**config.mk**
```make
export PLATFORM = sky130hd
export DESIGN_NAME = ort_table
export DESIGN_NICKNAME = d
export VERILOG_FILES = /design/src/rtl/ort_pkg.sv /design/src/rtl/ort_entry.sv /design/src/rtl/ort_match.sv /design/src/rtl/ort_issue_ctl.sv /design/src/rtl/ort_table.sv
export SDC_FILE = /design/constraint.sdc
export NUM_CORES = 1
export LEC_CHECK = 0
export BUFFER_PORTS_ARGS = -buffer_cell sky130_fd_sc_hd__buf_2
export CORE_MARGIN = 2
export CORE_UTILIZATION = 62
export DETAILED_ROUTE_END_ITERATION = 16
export GPL_ROUTABILITY_DRIVEN = 0
export PLACE_DENSITY = 0.81
export SKIP_LAST_GASP = 1
export SLEW_MARGIN = 20
export SYNTH_ARGS = -nofsm -noshare
export SYNTH_HDL_FRONTEND = slang
export SYNTH_SLANG_ARGS = --single-unit
```
**constraint.sdc**
```tcl
create_clock -name clk_i -period 3.7 [get_ports clk_i]
set_input_delay 0 -clock clk_i [delete_from_list [all_inputs] [get_ports clk_i]]
set_output_delay 0 -clock clk_i [all_outputs]
set_load 0.01 [all_outputs]
```
**src/rtl/ort_pkg.sv**
```systemverilog
package ort_pkg;

  typedef enum logic [1:0] {
    REQ_RD   = 2'd0,
    REQ_RDX  = 2'd1,
    REQ_UPGR = 2'd2,
    REQ_WB   = 2'd3
  } req_kind_e;

  typedef enum logic [1:0] {
    SN_INV = 2'd0,
    SN_SHR = 2'd1,
    SN_EXC = 2'd2,
    SN_MOD = 2'd3
  } snoop_e;

  typedef struct packed {
    req_kind_e kind;
    logic      grab;
    logic      orig;
    snoop_e    snoop;
    logic      known;
  } ent_info_t;

  // only kinds that wait for a data response hold a slot
  function automatic logic waits_for_data(req_kind_e k);
    return (k == REQ_RD) || (k == REQ_RDX);
  endfunction

endpackage

```
**src/rtl/ort_entry.sv**
```systemverilog
module ort_entry
  import ort_pkg::*;
#(
  parameter int ADDR_W = 32
) (
  input  logic              clk_i,
  input  logic              rst_ni,
  input  logic              alloc_i,
  input  logic [ADDR_W-1:0] alloc_addr_i,
  input  req_kind_e         alloc_kind_i,
  input  logic              alloc_own_i,
  input  logic              free_i,
  input  logic              grab_i,
  input  logic              snoop_i,
  input  snoop_e            snoop_state_i,
  output logic              valid_o,
  output logic [ADDR_W-1:0] addr_o,
  output ent_info_t         info_o
);

  logic              valid_q;
  logic [ADDR_W-1:0] addr_q;
  ent_info_t         info_q;

  // priority: new allocation, then release, then flag updates
  always_ff @(posedge clk_i or negedge rst_ni) begin
    if (!rst_ni) begin
      valid_q <= 1'b0;
      addr_q  <= '0;
      info_q  <= '0;
    end else if (alloc_i) begin
      valid_q      <= 1'b1;
      addr_q       <= alloc_addr_i;
      info_q.kind  <= alloc_kind_i;
      info_q.grab  <= alloc_own_i;
      info_q.orig  <= alloc_own_i;
      info_q.snoop <= SN_INV;
      info_q.known <= 1'b0;
    end else if (free_i) begin
      valid_q <= 1'b0;
      info_q  <= '0;
    end else if (valid_q) begin
      if (grab_i) info_q.grab <= 1'b1;
      if (snoop_i) begin
        info_q.snoop <= snoop_state_i;
        info_q.known <= 1'b1;
      end
    end
  end

  assign valid_o = valid_q;
  assign addr_o  = addr_q;
  assign info_o  = info_q;


  grab_on_live_chk: assert property (@(posedge clk_i) disable iff (!rst_ni)
    grab_i |-> valid_q);


  merge_keeps_orig_chk: assert property (@(posedge clk_i) disable iff (!rst_ni)
    grab_i && !alloc_i && !free_i |=> $stable(info_q.orig) && info_q.grab);

endmodule

```
**src/rtl/ort_match.sv**
```systemverilog
module ort_match #(
  parameter int ADDR_W = 32,
  parameter int N      = 8,
  localparam int IDX_W = (N > 1) ? $clog2(N) : 1
) (
  input  logic                       clk_i,
  input  logic                       rst_ni,
  input  logic [N-1:0]               valid_i,
  input  logic [N-1:0][ADDR_W-1:0]   addr_i,
  input  logic [ADDR_W-1:0]          key_i,
  output logic [N-1:0]               hit_vec_o,
  output logic                       hit_o,
  output logic [IDX_W-1:0]           hit_idx_o
);

  for (genvar g = 0; g < N; g++) begin : g_cmp
    assign hit_vec_o[g] = valid_i[g] && (addr_i[g] == key_i);
  end

  assign hit_o = |hit_vec_o;

  always_comb begin
    hit_idx_o = '0;
    for (int i = 0; i < N; i++) begin
      if (hit_vec_o[i]) hit_idx_o = i[IDX_W-1:0];
    end
  end


  unique_block_chk: assert property (@(posedge clk_i) disable iff (!rst_ni)
    $onehot0(hit_vec_o));

endmodule

```
**src/rtl/ort_issue_ctl.sv**
```systemverilog
module ort_issue_ctl
  import ort_pkg::*;
(
  input  logic      clk_i,
  input  logic      rst_ni,
  input  logic      req_i,
  input  req_kind_e kind_i,
  input  logic      hit_i,
  input  req_kind_e hit_kind_i,
  input  logic      full_i,
  output logic      issue_o,
  output logic      merge_o,
  output logic      retry_o
);

  logic compatible;

  always_comb begin
    compatible = (kind_i == REQ_RD) && (hit_kind_i == REQ_RD);
    merge_o    = req_i && hit_i && compatible;
    retry_o    = req_i && (hit_i ? !compatible : full_i);
    issue_o    = req_i && !hit_i && !full_i;
  end


  one_outcome_chk: assert property (@(posedge clk_i) disable iff (!rst_ni)
    req_i |-> $countones({issue_o, merge_o, retry_o}) == 1);


  idle_outcome_chk: assert property (@(posedge clk_i) disable iff (!rst_ni)
    !req_i |-> !(issue_o || merge_o || retry_o));


  conflict_hold_chk: assert property (@(posedge clk_i) disable iff (!rst_ni)
    hit_i && req_i && (kind_i != REQ_RD) |-> retry_o);

endmodule

```
**src/rtl/ort_table.sv**
```systemverilog
module ort_table
  import ort_pkg::*;
#(
  parameter int ADDR_W = 32,
  parameter int TAG_W  = 3,
  localparam int N     = 1 << TAG_W
) (
  input  logic              clk_i,
  input  logic              rst_ni,
  input  logic              bus_req_valid_i,
  input  logic [TAG_W-1:0]  bus_req_tag_i,
  input  logic [ADDR_W-1:0] bus_req_addr_i,
  input  logic [1:0]        bus_req_kind_i,
  input  logic              bus_req_own_i,
  input  logic              snoop_valid_i,
  input  logic [TAG_W-1:0]  snoop_tag_i,
  input  logic [1:0]        snoop_state_i,
  input  logic              rsp_valid_i,
  input  logic [TAG_W-1:0]  rsp_tag_i,
  input  logic              cpu_req_valid_i,
  input  logic [ADDR_W-1:0] cpu_req_addr_i,
  input  logic [1:0]        cpu_req_kind_i,
  output logic              cpu_issue_o,
  output logic              cpu_merge_o,
  output logic              cpu_retry_o,
  output logic              bus_hit_o,
  output logic              full_o,
  output logic [N-1:0]      valid_o,
  output logic              rsp_hit_o,
  output logic              rsp_grab_o,
  output logic              rsp_orig_o,
  output logic              rsp_snoop_known_o,
  output logic [1:0]        rsp_snoop_o
);

  logic [N-1:0]             ent_valid;
  logic [N-1:0][ADDR_W-1:0] ent_addr;
  ent_info_t [N-1:0]        ent_info;

  logic [N-1:0]             cpu_hit_vec;
  logic                     cpu_hit;
  logic [TAG_W-1:0]         cpu_hit_idx;
  logic [N-1:0]             bus_hit_vec;
  logic                     bus_hit_any;
  logic [TAG_W-1:0]         bus_hit_idx;

  req_kind_e bus_kind;
  req_kind_e cpu_kind;
  logic      bus_alloc;

  assign bus_kind  = req_kind_e'(bus_req_kind_i);
  assign cpu_kind  = req_kind_e'(cpu_req_kind_i);
  assign bus_alloc = bus_req_valid_i && waits_for_data(bus_kind);

  for (genvar g = 0; g < N; g++) begin : g_slot
    ort_entry #(.ADDR_W(ADDR_W)) u_entry (
      .clk_i         (clk_i),
      .rst_ni        (rst_ni),
      .alloc_i       (bus_alloc && (bus_req_tag_i == TAG_W'(g))),
      .alloc_addr_i  (bus_req_addr_i),
      .alloc_kind_i  (bus_kind),
      .alloc_own_i   (bus_req_own_i),
      .free_i        (rsp_valid_i && (rsp_tag_i == TAG_W'(g))),
      .grab_i        (cpu_merge_o && cpu_hit_vec[g]),
      .snoop_i       (snoop_valid_i && (snoop_tag_i == TAG_W'(g))),
      .snoop_state_i (snoop_e'(snoop_state_i)),
      .valid_o       (ent_valid[g]),
      .addr_o        (ent_addr[g]),
      .info_o        (ent_info[g])
    );
  end

  ort_match #(.ADDR_W(ADDR_W), .N(N)) u_cpu_match (
    .clk_i     (clk_i),
    .rst_ni    (rst_ni),
    .valid_i   (ent_valid),
    .addr_i    (ent_addr),
    .key_i     (cpu_req_addr_i),
    .hit_vec_o (cpu_hit_vec),
    .hit_o     (cpu_hit),
    .hit_idx_o (cpu_hit_idx)
  );

  ort_match #(.ADDR_W(ADDR_W), .N(N)) u_bus_match (
    .clk_i     (clk_i),
    .rst_ni    (rst_ni),
    .valid_i   (ent_valid),
    .addr_i    (ent_addr),
    .key_i     (bus_req_addr_i),
    .hit_vec_o (bus_hit_vec),
    .hit_o     (bus_hit_any),
    .hit_idx_o (bus_hit_idx)
  );

  ort_issue_ctl u_issue (
    .clk_i      (clk_i),
    .rst_ni     (rst_ni),
    .req_i      (cpu_req_valid_i),
    .kind_i     (cpu_kind),
    .hit_i      (cpu_hit),
    .hit_kind_i (ent_info[cpu_hit_idx].kind),
    .full_i     (full_o),
    .issue_o    (cpu_issue_o),
    .merge_o    (cpu_merge_o),
    .retry_o    (cpu_retry_o)
  );

  ent_info_t rsp_info;

  always_comb begin
    full_o            = &ent_valid;
    valid_o           = ent_valid;
    bus_hit_o         = bus_req_valid_i && bus_hit_any;
    rsp_hit_o         = rsp_valid_i && ent_valid[rsp_tag_i];
    rsp_info          = rsp_hit_o ? ent_info[rsp_tag_i] : '0;
    rsp_grab_o        = rsp_info.grab;
    rsp_orig_o        = rsp_info.orig;
    rsp_snoop_known_o = rsp_info.known;
    rsp_snoop_o       = rsp_info.snoop;
  end


  alloc_fill_chk: assert property (@(posedge clk_i) disable iff (!rst_ni)
    bus_req_valid_i && !bus_req_kind_i[1] |=> valid_o[$past(bus_req_tag_i)]);


  no_slot_chk: assert property (@(posedge clk_i) disable iff (!rst_ni)
    bus_req_valid_i && bus_req_kind_i[1] && !valid_o[bus_req_tag_i]
    |=> !valid_o[$past(bus_req_tag_i)]);


  release_chk: assert property (@(posedge clk_i) disable iff (!rst_ni)
    rsp_valid_i && !(bus_req_valid_i && !bus_req_kind_i[1] && bus_req_tag_i == rsp_tag_i)
    |=> !valid_o[$past(rsp_tag_i)]);


  full_block_chk: assert property (@(posedge clk_i) disable iff (!rst_ni)
    cpu_req_valid_i && full_o |-> !cpu_issue_o);


  merge_read_chk: assert property (@(posedge clk_i) disable iff (!rst_ni)
    cpu_merge_o |-> cpu_req_kind_i == 2'd0);

endmodule

```
======== Word level (Yosys, flattened, before mapping) ========
Cells that the tools add are included.
storage, ports and cells
  input bits .............................. 86
  register bits ........................... 320
  logic and storage cells ................. 309
  output and inout port bits .............. 19
cells by class
  multiplexer cells ....................... 95
  magnitude comparators ................... 2
  equal/unequal tests ..................... 38
  reductions and logical operators ........ 118
operator list
  cell                  count
  $eq A32 B32 Y1        16
  $mux W3               28
  $reduce_bool A3 Y1    24
  $mux W7               9
  $logic_and A1 B1 Y1   57
  $mux W1               43
  $bmux W7 S3           2
  $eq A3 B3 Y1 const B  12
  $reduce_and A2 Y1     16
  $mux W2               10
  $eq A3 B2 Y1 const B  6
  $reduce_bool A2 Y1    8
  $reduce_or A8 Y1      2
  $mux W5               2
  $eq A3 B1 Y1 const B  3
  $logic_not A3 Y1      3
  $lt A3 B4 Y1 const B  2
  $reduce_and A8 Y1     1
  $logic_not A2 Y1      3
  $bmux W1 S3           1
  $logic_not A1 Y1      3
  $eq A2 B1 Y1 const B  1
  $logic_or A1 B1 Y1    1

======== Depth between registers and ports, before layout ========
Gate-level depths: netlist of run 1.
  word-level depth ........................ 19
  gate-level depth with buffers ........... 12
  gate-level depth less buffers ........... 10

======== By module ========
From an unflattened synthesis of run 1, not the netlist that was laid out.
second synthesis, totals
  cells, all modules ...................... 1644
  area total of the unflattened synthesis .. 19842.8 µm²
by module, submodules not included
  module         instances  seq. area each (µm²)  cells an instance  area each (µm²)
  ort_entry      8          1001.0                95                 1566.5
  ort_match      2          0.0                   394                3243.1
  ort_table      1          0.0                   91                 788.3
  ort_issue_ctl  1          0.0                   5                  36.3

======== Least setup slack after synthesis of run 1 ========
OpenSTA, ideal clock, no wires.
  kind .................................... flip-flop to flip-flop
  start ................................... register g_slot[1].u_entry.addr_q[12]
  end ..................................... register g_slot[4].u_entry.info_q, in the netlist g_slot[4].u_entry.info_o[4]
  arrival time ............................ 2466 ps
  required time ........................... 3574 ps
  setup slack ............................. 1108 ps
  library setup time ...................... 126 ps
  cell stages (with the launch flop) ...... 11
  period minus slack after synthesis ...... 2592 ps
  path buffers ............................ 0
  cell sequence ........................... dfrtp_1 xor2_1 nor4_1 nand4_1 or4_4 o21ai_4 a21o_4 o31ai_1 o2111a_1 and3_1 a221o_1
on the way
  word-level cells in the longest chain between the ends .. 17
  elaborated cells on any way between the ends .. 19
  those cells by class .................... eq/ne (1); mux (9); reduce/logical (9)
RTL lines
  what                                   line                 source
  from (decl)                            ort_entry.sv:22      logic [ADDR_W-1:0] addr_q;
  from (signal assigned)                 ort_entry.sv:33      addr_q <= alloc_addr_i;
  $eq A32 B32 Y1 *                       ort_match.sv:17      assign hit_vec_o[g] = valid_i[g] && (addr_i[g] == key_i);
  $logic_and A1 B1 Y1 *                  ort_match.sv:17
  $mux W1                                ort_match.sv:25      if (hit_vec_o[i]) hit_idx_o = i[IDX_W-1:0];
  $mux W2 (2 in series)                  ort_match.sv:25
  $mux W3 (4 in series)                  ort_match.sv:25
  $bmux W7 S3                            ort_table.sv:101     .hit_kind_i (ent_info[cpu_hit_idx].kind),
  $mux W7 (not written as such)          ort_table.sv:101
  $logic_not A2 Y1                       ort_issue_ctl.sv:19  compatible = (kind_i == REQ_RD) && (hit_kind_i == REQ_RD);
  $logic_and A1 B1 Y1                    ort_issue_ctl.sv:19
  $logic_and A1 B1 Y1 *                  ort_issue_ctl.sv:20  merge_o = req_i && hit_i && compatible;
  $logic_and A1 B1 Y1 *                  ort_table.sv:64      .grab_i (cpu_merge_o && cpu_hit_vec[g]),
  $reduce_bool A3 Y1 (no source line) *  -
  $reduce_and A2 Y1 (no source line) *   -
  to (decl)                              ort_entry.sv:23      ent_info_t info_q;
Every way passes the cells marked *; elsewhere a longest branch is shown, timed or not. The select of a mux whose other input is x is not followed.
A chain may end at the register's enable or synchronous reset.

======== Worst setup path in the final report of run 1 ========
  start ................................... input port bus_req_addr_i[26]
  end ..................................... output port bus_hit_o
on the way
  word-level cells in the longest chain between the ends .. 4
  elaborated cells on any way between the ends .. 18
  those cells by class .................... eq/ne (8); reduce/logical (10)
RTL lines
  what                   line              source
  from (decl)            ort_table.sv:12   input logic [ADDR_W-1:0] bus_req_addr_i,
  $eq A32 B32 Y1         ort_match.sv:17
  $logic_and A1 B1 Y1    ort_match.sv:17
  $reduce_or A8 Y1 *     ort_match.sv:20   assign hit_o = |hit_vec_o;
  $logic_and A1 B1 Y1 *  ort_table.sv:113  bus_hit_o = bus_req_valid_i && bus_hit_any;
  to (decl)              ort_table.sv:26   output logic bus_hit_o,
Every way passes the cells marked *; elsewhere a longest branch is shown, timed or not.

==> impl_metrics.xml, run 1 <==
<?xml version="1.0" encoding="UTF-8"?>
<metrics>
  <group name="final_layout">
    <metric name="commonest_non_fill_non_tap_cell_in_the_layout" unit="">sky130_fd_sc_hd__nand2_1</metric>
    <metric name="fin_area" unit="um^2">21910</metric>
    <metric name="final_nets" unit="">2197</metric>
    <metric name="final_core_utilization" unit="">0.6981</metric>
    <metric name="share_of_post_route_cells_with_drive_strength_above_1" unit="">0.1711</metric>
    <metric name="final_cell_count_no_fill" unit="">2536</metric>
    <metric name="layout.cells.most_common_list" unit="">sky130_fd_sc_hd__nand2_1, sky130_fd_sc_hd__dfrtp_1, sky130_fd_sc_hd__xnor2_1, sky130_fd_sc_hd__xor2_1, sky130_fd_sc_hd__mux2_2</metric>
    <metric name="area.growth.synth_to_final" unit="%">11.30</metric>
  </group>
  <group name="yosys">
    <metric name="synth-seq-cells" unit="">320</metric>
    <metric name="mean_post_synth_cell_area" unit="um^2">9.638</metric>
    <metric name="synthArstFlopShare" unit="">1.000</metric>
    <metric name="synth.net_count" unit="">2129</metric>
    <metric name="synth-edff-count" unit="">0</metric>
    <metric name="post_syn_area" unit="um^2">19690</metric>
    <metric name="ys_seq_area_frac" unit="">0.4067</metric>
    <metric name="yosys.cell_types.count" unit="">57</metric>
    <metric name="synthesis.instances" unit="">2043</metric>
    <metric name="yosys_most_used_dff" unit="">sky130_fd_sc_hd__dfrtp_1</metric>
    <metric name="yosysWarningCount" unit="">0</metric>
  </group>
  <group name="die">
    <metric name="placement_rows" unit="">65</metric>
    <metric name="die_outline_area" unit="um^2">33200</metric>
    <metric name="core_area" unit="um^2">31390</metric>
    <metric name="initial_core_util" unit="">0.6272</metric>
    <metric name="die_x" unit="um">182.2</metric>
    <metric name="pin_count" unit="">105</metric>
    <metric name="die_height" unit="um">182.2</metric>
  </group>
  <group name="sta">
    <metric name="hold-worst-slack" unit="ns">0.02531</metric>
    <metric name="finalClockSkew" unit="ns">0.01128</metric>
    <metric name="timing_hold_violations_final" unit="">0</metric>
    <metric name="period_minus_ws_final" unit="ns">3.702</metric>
    <metric name="final-setup-viol-count" unit="">1</metric>
    <metric name="timing_max_transition_violations_final" unit="">0</metric>
    <metric name="maxSlewHeadroom" unit="">0.1696</metric>
    <metric name="finalCritPeriodShare" unit="">1.001</metric>
    <metric name="setup_repair_after_global_routing_missed_its_margin" unit="">no</metric>
    <metric name="postLayoutSetupSlackWorst" unit="ns">-0.001887</metric>
    <metric name="transition_time_at_the_pin_with_the_least_slew_margin" unit="ns">1.234</metric>
    <metric name="fmax" unit="GHz">0.2701</metric>
  </group>
  <group name="global_route">
    <metric name="largest_net_degree_at_the_start_of_global_routing" unit="">99</metric>
    <metric name="gr-usage-all-layers" unit="">0.4169</metric>
    <metric name="overall_overflow_remaining_after_global_route" unit="">0</metric>
    <metric name="number_of_antenna_violations_at_the_first_check_in_global_routing" unit="">1</metric>
    <metric name="grt_first_pass_wirelength" unit="mm">102.7</metric>
    <metric name="via_count_of_the_first_global_routing_pass" unit="">17126</metric>
  </group>
  <group name="power">
    <metric name="total_leakage_power" unit="uW">0.009680</metric>
    <metric name="irDropWorstVdd" unit="uV">433.4</metric>
    <metric name="power.density_cell_area" unit="nW/um^2">540.9</metric>
  </group>
  <group name="cts">
    <metric name="clock_buffer_depth" unit="">3</metric>
    <metric name="clkTransAtPathRegs" unit="ns">0.06</metric>
    <metric name="clk_latency" unit="ns">0.53</metric>
    <metric name="tritoncts" unit="">done</metric>
    <metric name="cts_htree_levels" unit="">2</metric>
    <metric name="clockRootBuffer" unit="">sky130_fd_sc_hd__clkbuf_16</metric>
    <metric name="postCtsSetupRepairBufs" unit="">0</metric>
    <metric name="cts_buf_count" unit="">36</metric>
    <metric name="cts.sinks" unit="">320</metric>
  </group>
  <group name="job">
    <metric name="max_cap_violations" unit="">0</metric>
  </group>
  <group name="critical_path">
    <metric name="cp_data_required_time" unit="ns">3.70</metric>
    <metric name="timing_worst_setup_path_type" unit="">in -&gt; out</metric>
    <metric name="ff2ff_path_depth" unit="">11</metric>
    <metric name="worst_setup_path_start_kind" unit="">input port</metric>
    <metric name="critical_path_arrival" unit="ns">3.70</metric>
    <metric name="r2r_slack" unit="ns">0.25</metric>
    <metric name="critical_path.max_fanout" unit="">16</metric>
    <metric name="end_kind" unit="">primary output</metric>
  </group>
  <group name="route">
    <metric name="drt_iter0_drc" unit="">2463</metric>
    <metric name="wl_per_cell" unit="um">27.36</metric>
    <metric name="drc_errors" unit="">0</metric>
    <metric name="route.antenna.remaining_nets" unit="">0</metric>
    <metric name="first_pass_iters" unit="">8</metric>
    <metric name="post_drt_via_cell_ratio" unit="">6.691</metric>
    <metric name="drt_wl_total" unit="mm">69.38</metric>
    <metric name="vias" unit="">16968</metric>
  </group>
  <group name="placement">
    <metric name="port_buffers" unit="">104</metric>
    <metric name="hpwl" unit="mm">45.72</metric>
    <metric name="place_inst" unit="">2429</metric>
    <metric name="dp_slack" unit="ns">0.6144</metric>
    <metric name="dpl_cell_area" unit="um^2">20290</metric>
  </group>
  <group name="hold_path">
    <metric name="worstHoldPathCells" unit="">5</metric>
    <metric name="timing.hold.worst.class" unit="">in -&gt; reg</metric>
  </group>
  <group name="run_status">
    <metric name="violated_checks" unit="">negative setup slack</metric>
    <metric name="outcome" unit="">complete, but fails checks</metric>
  </group>
</metrics>
[cells by family after synthesis]
group	Yosys count	share of synthesized area
xor gates and xnor gates	511	0.2273
AOI/OAI and AO/OA	59	0.02224
DFF	320	0.4067
and+or+nand+nor	821	0.2021
muxes	163	0.09868
buffers and inverters	169	0.04296
[registers in the layout, summed over array words and instances (netlist names)]
name	cells
g_slot.u_entry.addr_o	256
g_slot.u_entry.info_o	56
g_slot.u_entry.valid_o	8
[cells in the mapped netlist (10+ instances only)]
cell | n | area [um^2]
sky130_fd_sc_hd__xnor2_1 | 273 | 2391
sky130_fd_sc_hd__nand2_1 | 438 | 1644
sky130_fd_sc_hd__buf_6 | 16 | 180.2
sky130_fd_sc_hd__buf_4 | 24 | 180.2
sky130_fd_sc_hd__inv_1 | 11 | 41.29
sky130_fd_sc_hd__mux2_2 | 129 | 1453
sky130_fd_sc_hd__nor3_1 | 21 | 105.1
sky130_fd_sc_hd__a21oi_1 | 10 | 50.05
sky130_fd_sc_hd__nand4_1 | 94 | 588.1
sky130_fd_sc_hd__nand3_1 | 38 | 190.2
sky130_fd_sc_hd__nor4b_1 | 10 | 87.58
sky130_fd_sc_hd__xor2_1 | 238 | 2085
sky130_fd_sc_hd__nor4_1 | 112 | 700.7
sky130_fd_sc_hd__buf_1 | 18 | 67.56
sky130_fd_sc_hd__nor2b_1 | 10 | 62.56
sky130_fd_sc_hd__nor2_1 | 40 | 150.1
sky130_fd_sc_hd__mux4_2 | 12 | 270.3
sky130_fd_sc_hd__o21ai_0 | 15 | 75.07
sky130_fd_sc_hd__nand2b_1 | 12 | 75.07
sky130_fd_sc_hd__mux2i_1 | 22 | 220.2
sky130_fd_sc_hd__clkbuf_1 | 99 | 371.6
sky130_fd_sc_hd__dfrtp_1 | 320 | 8008
[layer usage]
| layer | vias to the layer above | global-route usage | wire, um |
|---|---|---|---|
| met5 | - | 0 | 0 |
| met4 | 0 | 0.3361 | 7391 |
| met3 | 537 | 0.1527 | 10590 |
| met2 | 1370 | 0.5957 | 27890 |
| met1 | 8063 | 0.5077 | 23510 |
| li1 | 6998 | - | - |
[critical path: stages]
cell	delay [ns]
sky130_fd_sc_hd__dlygate4sd3_1	0.53
sky130_fd_sc_hd__buf_2	0.58
sky130_fd_sc_hd__xnor2_1	0.20
sky130_fd_sc_hd__nand4_1	0.14
sky130_fd_sc_hd__nor4_1	0.32
sky130_fd_sc_hd__nand4_1	0.14
sky130_fd_sc_hd__nor4_1	1.06
sky130_fd_sc_hd__nor4_1	0.08
sky130_fd_sc_hd__a21boi_0	0.42
sky130_fd_sc_hd__buf_2	0.21
[area by class of cell]
class	count	area (um^2)
Clock inverter	14	165.2
Tap cell	402	503.0
Timing Repair Buffer	188	1314
Multi-Input combinational cell	1554	10890
Antenna cell	1	2.502
Sequential cell	320	8008
Fill cell	2232	9478
Clock buffer	46	989.7
Inverter	11	41.29
[per-stage QoR]
| step | total power (uW) | TNS, ns |
|---|---|---|
| global placement | 7959 | 0 |
| CTS | 11720 | 0 |
| floorplan | 7150 | 0 |
| global route | 12270 | 0 |
| detailed placement | 8096 | 0 |
| finish | 11850 | -0.001887 |
[worst paths after layout]
path	from	end
max	bus_req_addr_i[26]	bus_hit_o
min	cpu_req_kind_i[0]	g_slot[5].u_entry.info_o[4]$_DFFE_PN0P_
max reg2reg	g_slot[3].u_entry.addr_o[14]$_DFFE_PN0P_	g_slot[1].u_entry.info_o[4]$_DFFE_PN0P_
min reg2reg	g_slot[7].u_entry.info_o[6]$_DFFE_PN0N_	g_slot[7].u_entry.info_o[6]$_DFFE_PN0N_
max in group asynchronous	rst_ni	g_slot[4].u_entry.addr_o[20]$_DFFE_PN0P_
min in group asynchronous	rst_ni	g_slot[0].u_entry.addr_o[13]$_DFFE_PN0P_
[where the power goes]
| group | switching (uW) | total [uW] | internal (uW) | leakage (uW) |
|---|---|---|---|---|
| Clock | 1480 | 3580 | 2100 | 0.000564 |
| Sequential | 899 | 5100 | 4200 | 0.00405 |
| Combinational | 1720 | 3170 | 1450 | 0.00506 |
| Total | 4100 | 11900 | 7760 | 0.00968 |
[what timing repair did]
item                                   4_1_cts  5_1_grt
setup endpoints to repair                    0        1
hold buffers                                46        0
endpoints found under the hold margin      226        0
gates resized for setup                      0        2
Note: power is estimated with default switching activity, not from simulation.
==> inputs of run 2 (changes only) <==
CAP_MARGIN = 20   (was unset)
CORE_UTILIZATION = 56   (was 62)
PLACE_DENSITY = 0.77   (was 0.81)
clock period = 3.1 ns   (was 3.7 ns; I/O delays follow)
==> impl_metrics.xml, run 2 (same netlist as run 1, synthesis figures left out) <==
<?xml version="1.0" encoding="UTF-8"?>
<metrics>
  <group name="critical_path">
    <metric name="critical_path_arrival" unit="ns">3.43</metric>
    <metric name="path_depth" unit="">9</metric>
    <metric name="timing_worst_setup_path_type" unit="">reg -&gt; out</metric>
    <metric name="timing.critical_path.buf_inv" unit="">1</metric>
    <metric name="timing.critical_path.slowest_stage_cell" unit="">sky130_fd_sc_hd__o41ai_1</metric>
    <metric name="worst_setup_path_start_kind" unit="">flip-flop</metric>
    <metric name="critical_path.max_fanout" unit="">3</metric>
    <metric name="timing.critical_path.from" unit="">g_slot[7].u_entry.addr_o[18]$_DFFE_PN0P_</metric>
    <metric name="cp_data_required_time" unit="ns">3.10</metric>
    <metric name="crit-reg2reg-capture" unit="">g_slot[4].u_entry.info_o[4]$_DFFE_PN0P_</metric>
    <metric name="ff2ff_path_depth" unit="">9</metric>
    <metric name="timing.critical_path.to" unit="">cpu_retry_o</metric>
    <metric name="cells_along_the_critical_path" unit="">xnor2_1 -&gt; nor4b_1 -&gt; nand4_1 -&gt; o41ai_1 -&gt; or3b_1 -&gt; o211a_4 -&gt; o21ai_1 -&gt; and2_1 -&gt; buf_2</metric>
    <metric name="r2r_slack" unit="ns">-0.03</metric>
    <metric name="worst_path_largest_cell_delay" unit="ns">0.70</metric>
    <metric name="end_kind" unit="">primary output</metric>
    <metric name="rr_startpoint" unit="">g_slot[7].u_entry.addr_o[18]$_DFFE_PN0P_</metric>
    <metric name="worst_path_dominant_cell_family" unit="">simple AND/OR/NAND/NOR gates</metric>
  </group>
  <group name="sta">
    <metric name="timing_max_transition_violations_final" unit="">0</metric>
    <metric name="finalClockSkew" unit="ns">0.02207</metric>
    <metric name="postLayoutSetupSlackWorst" unit="ns">-0.3254</metric>
    <metric name="setup_repair_after_global_routing_missed_its_margin" unit="">yes</metric>
    <metric name="fmax" unit="GHz">0.2919</metric>
    <metric name="transition_time_at_the_pin_with_the_least_slew_margin" unit="ns">1.037</metric>
    <metric name="timing_hold_violations_final" unit="">1</metric>
    <metric name="period_minus_ws_final" unit="ns">3.425</metric>
    <metric name="maxSlewHeadroom" unit="">0.3085</metric>
    <metric name="hold-worst-slack" unit="ns">-0.002104</metric>
    <metric name="finalCritPeriodShare" unit="">1.105</metric>
    <metric name="final-setup-viol-count" unit="">4</metric>
  </group>
  <group name="final_layout">
    <metric name="final_core_utilization" unit="">0.6600</metric>
    <metric name="share_of_post_route_cells_with_drive_strength_above_1" unit="">0.2122</metric>
    <metric name="number_of_flip_flops_under_the_largest_register_name" unit="">256</metric>
    <metric name="multiInputGateArea" unit="um^2">11100</metric>
    <metric name="final_nets" unit="">2273</metric>
    <metric name="commonest_non_fill_non_tap_cell_in_the_layout" unit="">sky130_fd_sc_hd__nand2_1</metric>
    <metric name="area.growth.synth_to_final" unit="%">15.78</metric>
    <metric name="layout.cells.most_common_list" unit="">sky130_fd_sc_hd__nand2_1, sky130_fd_sc_hd__dfrtp_1, sky130_fd_sc_hd__xnor2_1, sky130_fd_sc_hd__xor2_1, sky130_fd_sc_hd__mux2_2</metric>
    <metric name="ff_latch_area" unit="um^2">8008</metric>
    <metric name="fill_cell_instance_count_of_the_final_layout" unit="">2636</metric>
    <metric name="antennaDiodeCount" unit="">0</metric>
  </group>
  <group name="cts">
    <metric name="clkTransAtPathRegs" unit="ns">0.06</metric>
    <metric name="cts_htree_levels" unit="">2</metric>
    <metric name="cts.sinks" unit="">320</metric>
    <metric name="clock_buffer_depth" unit="">3</metric>
    <metric name="tritoncts" unit="">done</metric>
    <metric name="cts_buf_count" unit="">37</metric>
    <metric name="clockRootBuffer" unit="">sky130_fd_sc_hd__clkbuf_16</metric>
    <metric name="clk_latency" unit="ns">0.54</metric>
  </group>
  <group name="power">
    <metric name="total_leakage_power" unit="uW">0.01022</metric>
    <metric name="power.density_cell_area" unit="nW/um^2">636.1</metric>
    <metric name="irDropWorstVdd" unit="uV">456.0</metric>
  </group>
  <group name="die">
    <metric name="die_x" unit="um">191.5</metric>
    <metric name="core_area" unit="um^2">34540</metric>
    <metric name="initial_core_util" unit="">0.5700</metric>
    <metric name="pin_count" unit="">105</metric>
    <metric name="die_outline_area" unit="um^2">36680</metric>
    <metric name="placement_rows" unit="">68</metric>
    <metric name="die_height" unit="um">191.5</metric>
  </group>
  <group name="global_route">
    <metric name="grt_first_pass_wirelength" unit="mm">105.1</metric>
    <metric name="overall_overflow_remaining_after_global_route" unit="">0</metric>
    <metric name="via_count_of_the_first_global_routing_pass" unit="">16975</metric>
    <metric name="number_of_antenna_violations_at_the_first_check_in_global_routing" unit="">0</metric>
    <metric name="gr-usage-all-layers" unit="">0.3918</metric>
    <metric name="largest_net_degree_at_the_start_of_global_routing" unit="">117</metric>
  </group>
  <group name="route">
    <metric name="drt_iter0_drc" unit="">2303</metric>
    <metric name="post_drt_via_cell_ratio" unit="">6.431</metric>
    <metric name="first_pass_iters" unit="">7</metric>
    <metric name="vias" unit="">17170</metric>
    <metric name="drt_wl_total" unit="mm">71.62</metric>
    <metric name="drc_errors" unit="">0</metric>
    <metric name="route.antenna.remaining_nets" unit="">0</metric>
    <metric name="wl_per_cell" unit="um">26.82</metric>
  </group>
  <group name="placement">
    <metric name="dp_slack" unit="ns">0.09064</metric>
    <metric name="hpwl" unit="mm">49.34</metric>
    <metric name="port_buffers" unit="">104</metric>
  </group>
  <group name="hold_path">
    <metric name="timing.hold.worst.start" unit="">cpu_req_valid_i</metric>
    <metric name="timing.hold.worst.class" unit="">in -&gt; reg</metric>
  </group>
  <group name="job">
    <metric name="max_cap_violations" unit="">0</metric>
  </group>
  <group name="run_status">
    <metric name="outcome" unit="">complete, but fails checks</metric>
    <metric name="violated_checks" unit="">negative hold slack, negative setup slack</metric>
  </group>
</metrics>
## run 2: cell count changes in the layout (fill, tap and decap cells not counted), sizes merged
| cell | delta |
|---|---|
| buf | +78 |
| diode | -1 |
| clkinv | +7 |
| dlygate4sd3 | -3 |
| inv | -2 |
| clkinvlp | -2 |
| clkbuf | +4 |
## run 2: repair_timing
item / in CTS / in global routing
endpoints found under the setup margin: 4 / 7
hold buffers: 43 / 0
gates resized for setup: 18 / 16
buffers inserted: 12 / 2
pin swaps: 22 / 8
endpoints found under the hold margin: 235 / 0
## run 2: worst min path at each step
stage	endpoint	slack (ns)	depth (start not counted)
finish	g_slot[6].u_entry.info_o[4]$_DFFE_PN0P_	-0.002	4
detailed placement	g_slot[0].u_entry.addr_o[26]$_DFFE_PN0P_	0.16	1
global placement	g_slot[0].u_entry.addr_o[26]$_DFFE_PN0P_	0.16	1
CTS	g_slot[6].u_entry.info_o[4]$_DFFE_PN0P_	0.002	4
global route	g_slot[6].u_entry.info_o[4]$_DFFE_PN0P_	0.02	4
floorplan	g_slot[0].u_entry.addr_o[0]$_DFFE_PN0P_	-0.30	0
## run 2: layer usage
layer  track usage  routed length [um]  up-vias
met5             0                   0        -
met4        0.3086                7164        0
met3        0.1125                9727      449
met2        0.5733               29900     1360
met1        0.4854               24830     8198
li1              -                   -     7163
## run 2: tightest hold or removal path, stage by stage
cell	delay [ns]
sky130_fd_sc_hd__buf_2	0.15
sky130_fd_sc_hd__nand2_1	0.07
sky130_fd_sc_hd__o21bai_1	0.06
sky130_fd_sc_hd__a22o_1	0.19
## run 2: power by group
group          switching (uW)  total (uW)  internal (uW)
Sequential               1040        6050           5010
Clock                    1830        4430           2600
Combinational            2180        4020           1850
Total                    5040       14500           9460
## run 2: cell type report
class | instances | share of cell area
multi-input combinational | 1554 | 0.4868
sequential | 320 | 0.3513
timing repair buffer | 263 | 0.08200
clock buffer | 50 | 0.04544
tap | 455 | 0.02497
clock inverter | 17 | 0.007684
inverter | 11 | 0.001811
## run 2: through the flow
step / instances / hold slack, ns / total power, uW / instance area (um^2) / setup TNS [ns]
after floorplan: 2043 / -0.2956 / 8534 / 19690 / 0
after global placement: 2546 / 0.1563 / 9616 / 20830 / 0
after detailed placement: 2546 / 0.1565 / 9774 / 20830 / 0
after CTS: 2668 / 0.001505 / 14300 / 22680 / -0.2094
after global routing: 2670 / 0.01639 / 15010 / 22800 / -0.5748
final: 2670 / -0.002104 / 14500 / 22800 / -0.8738
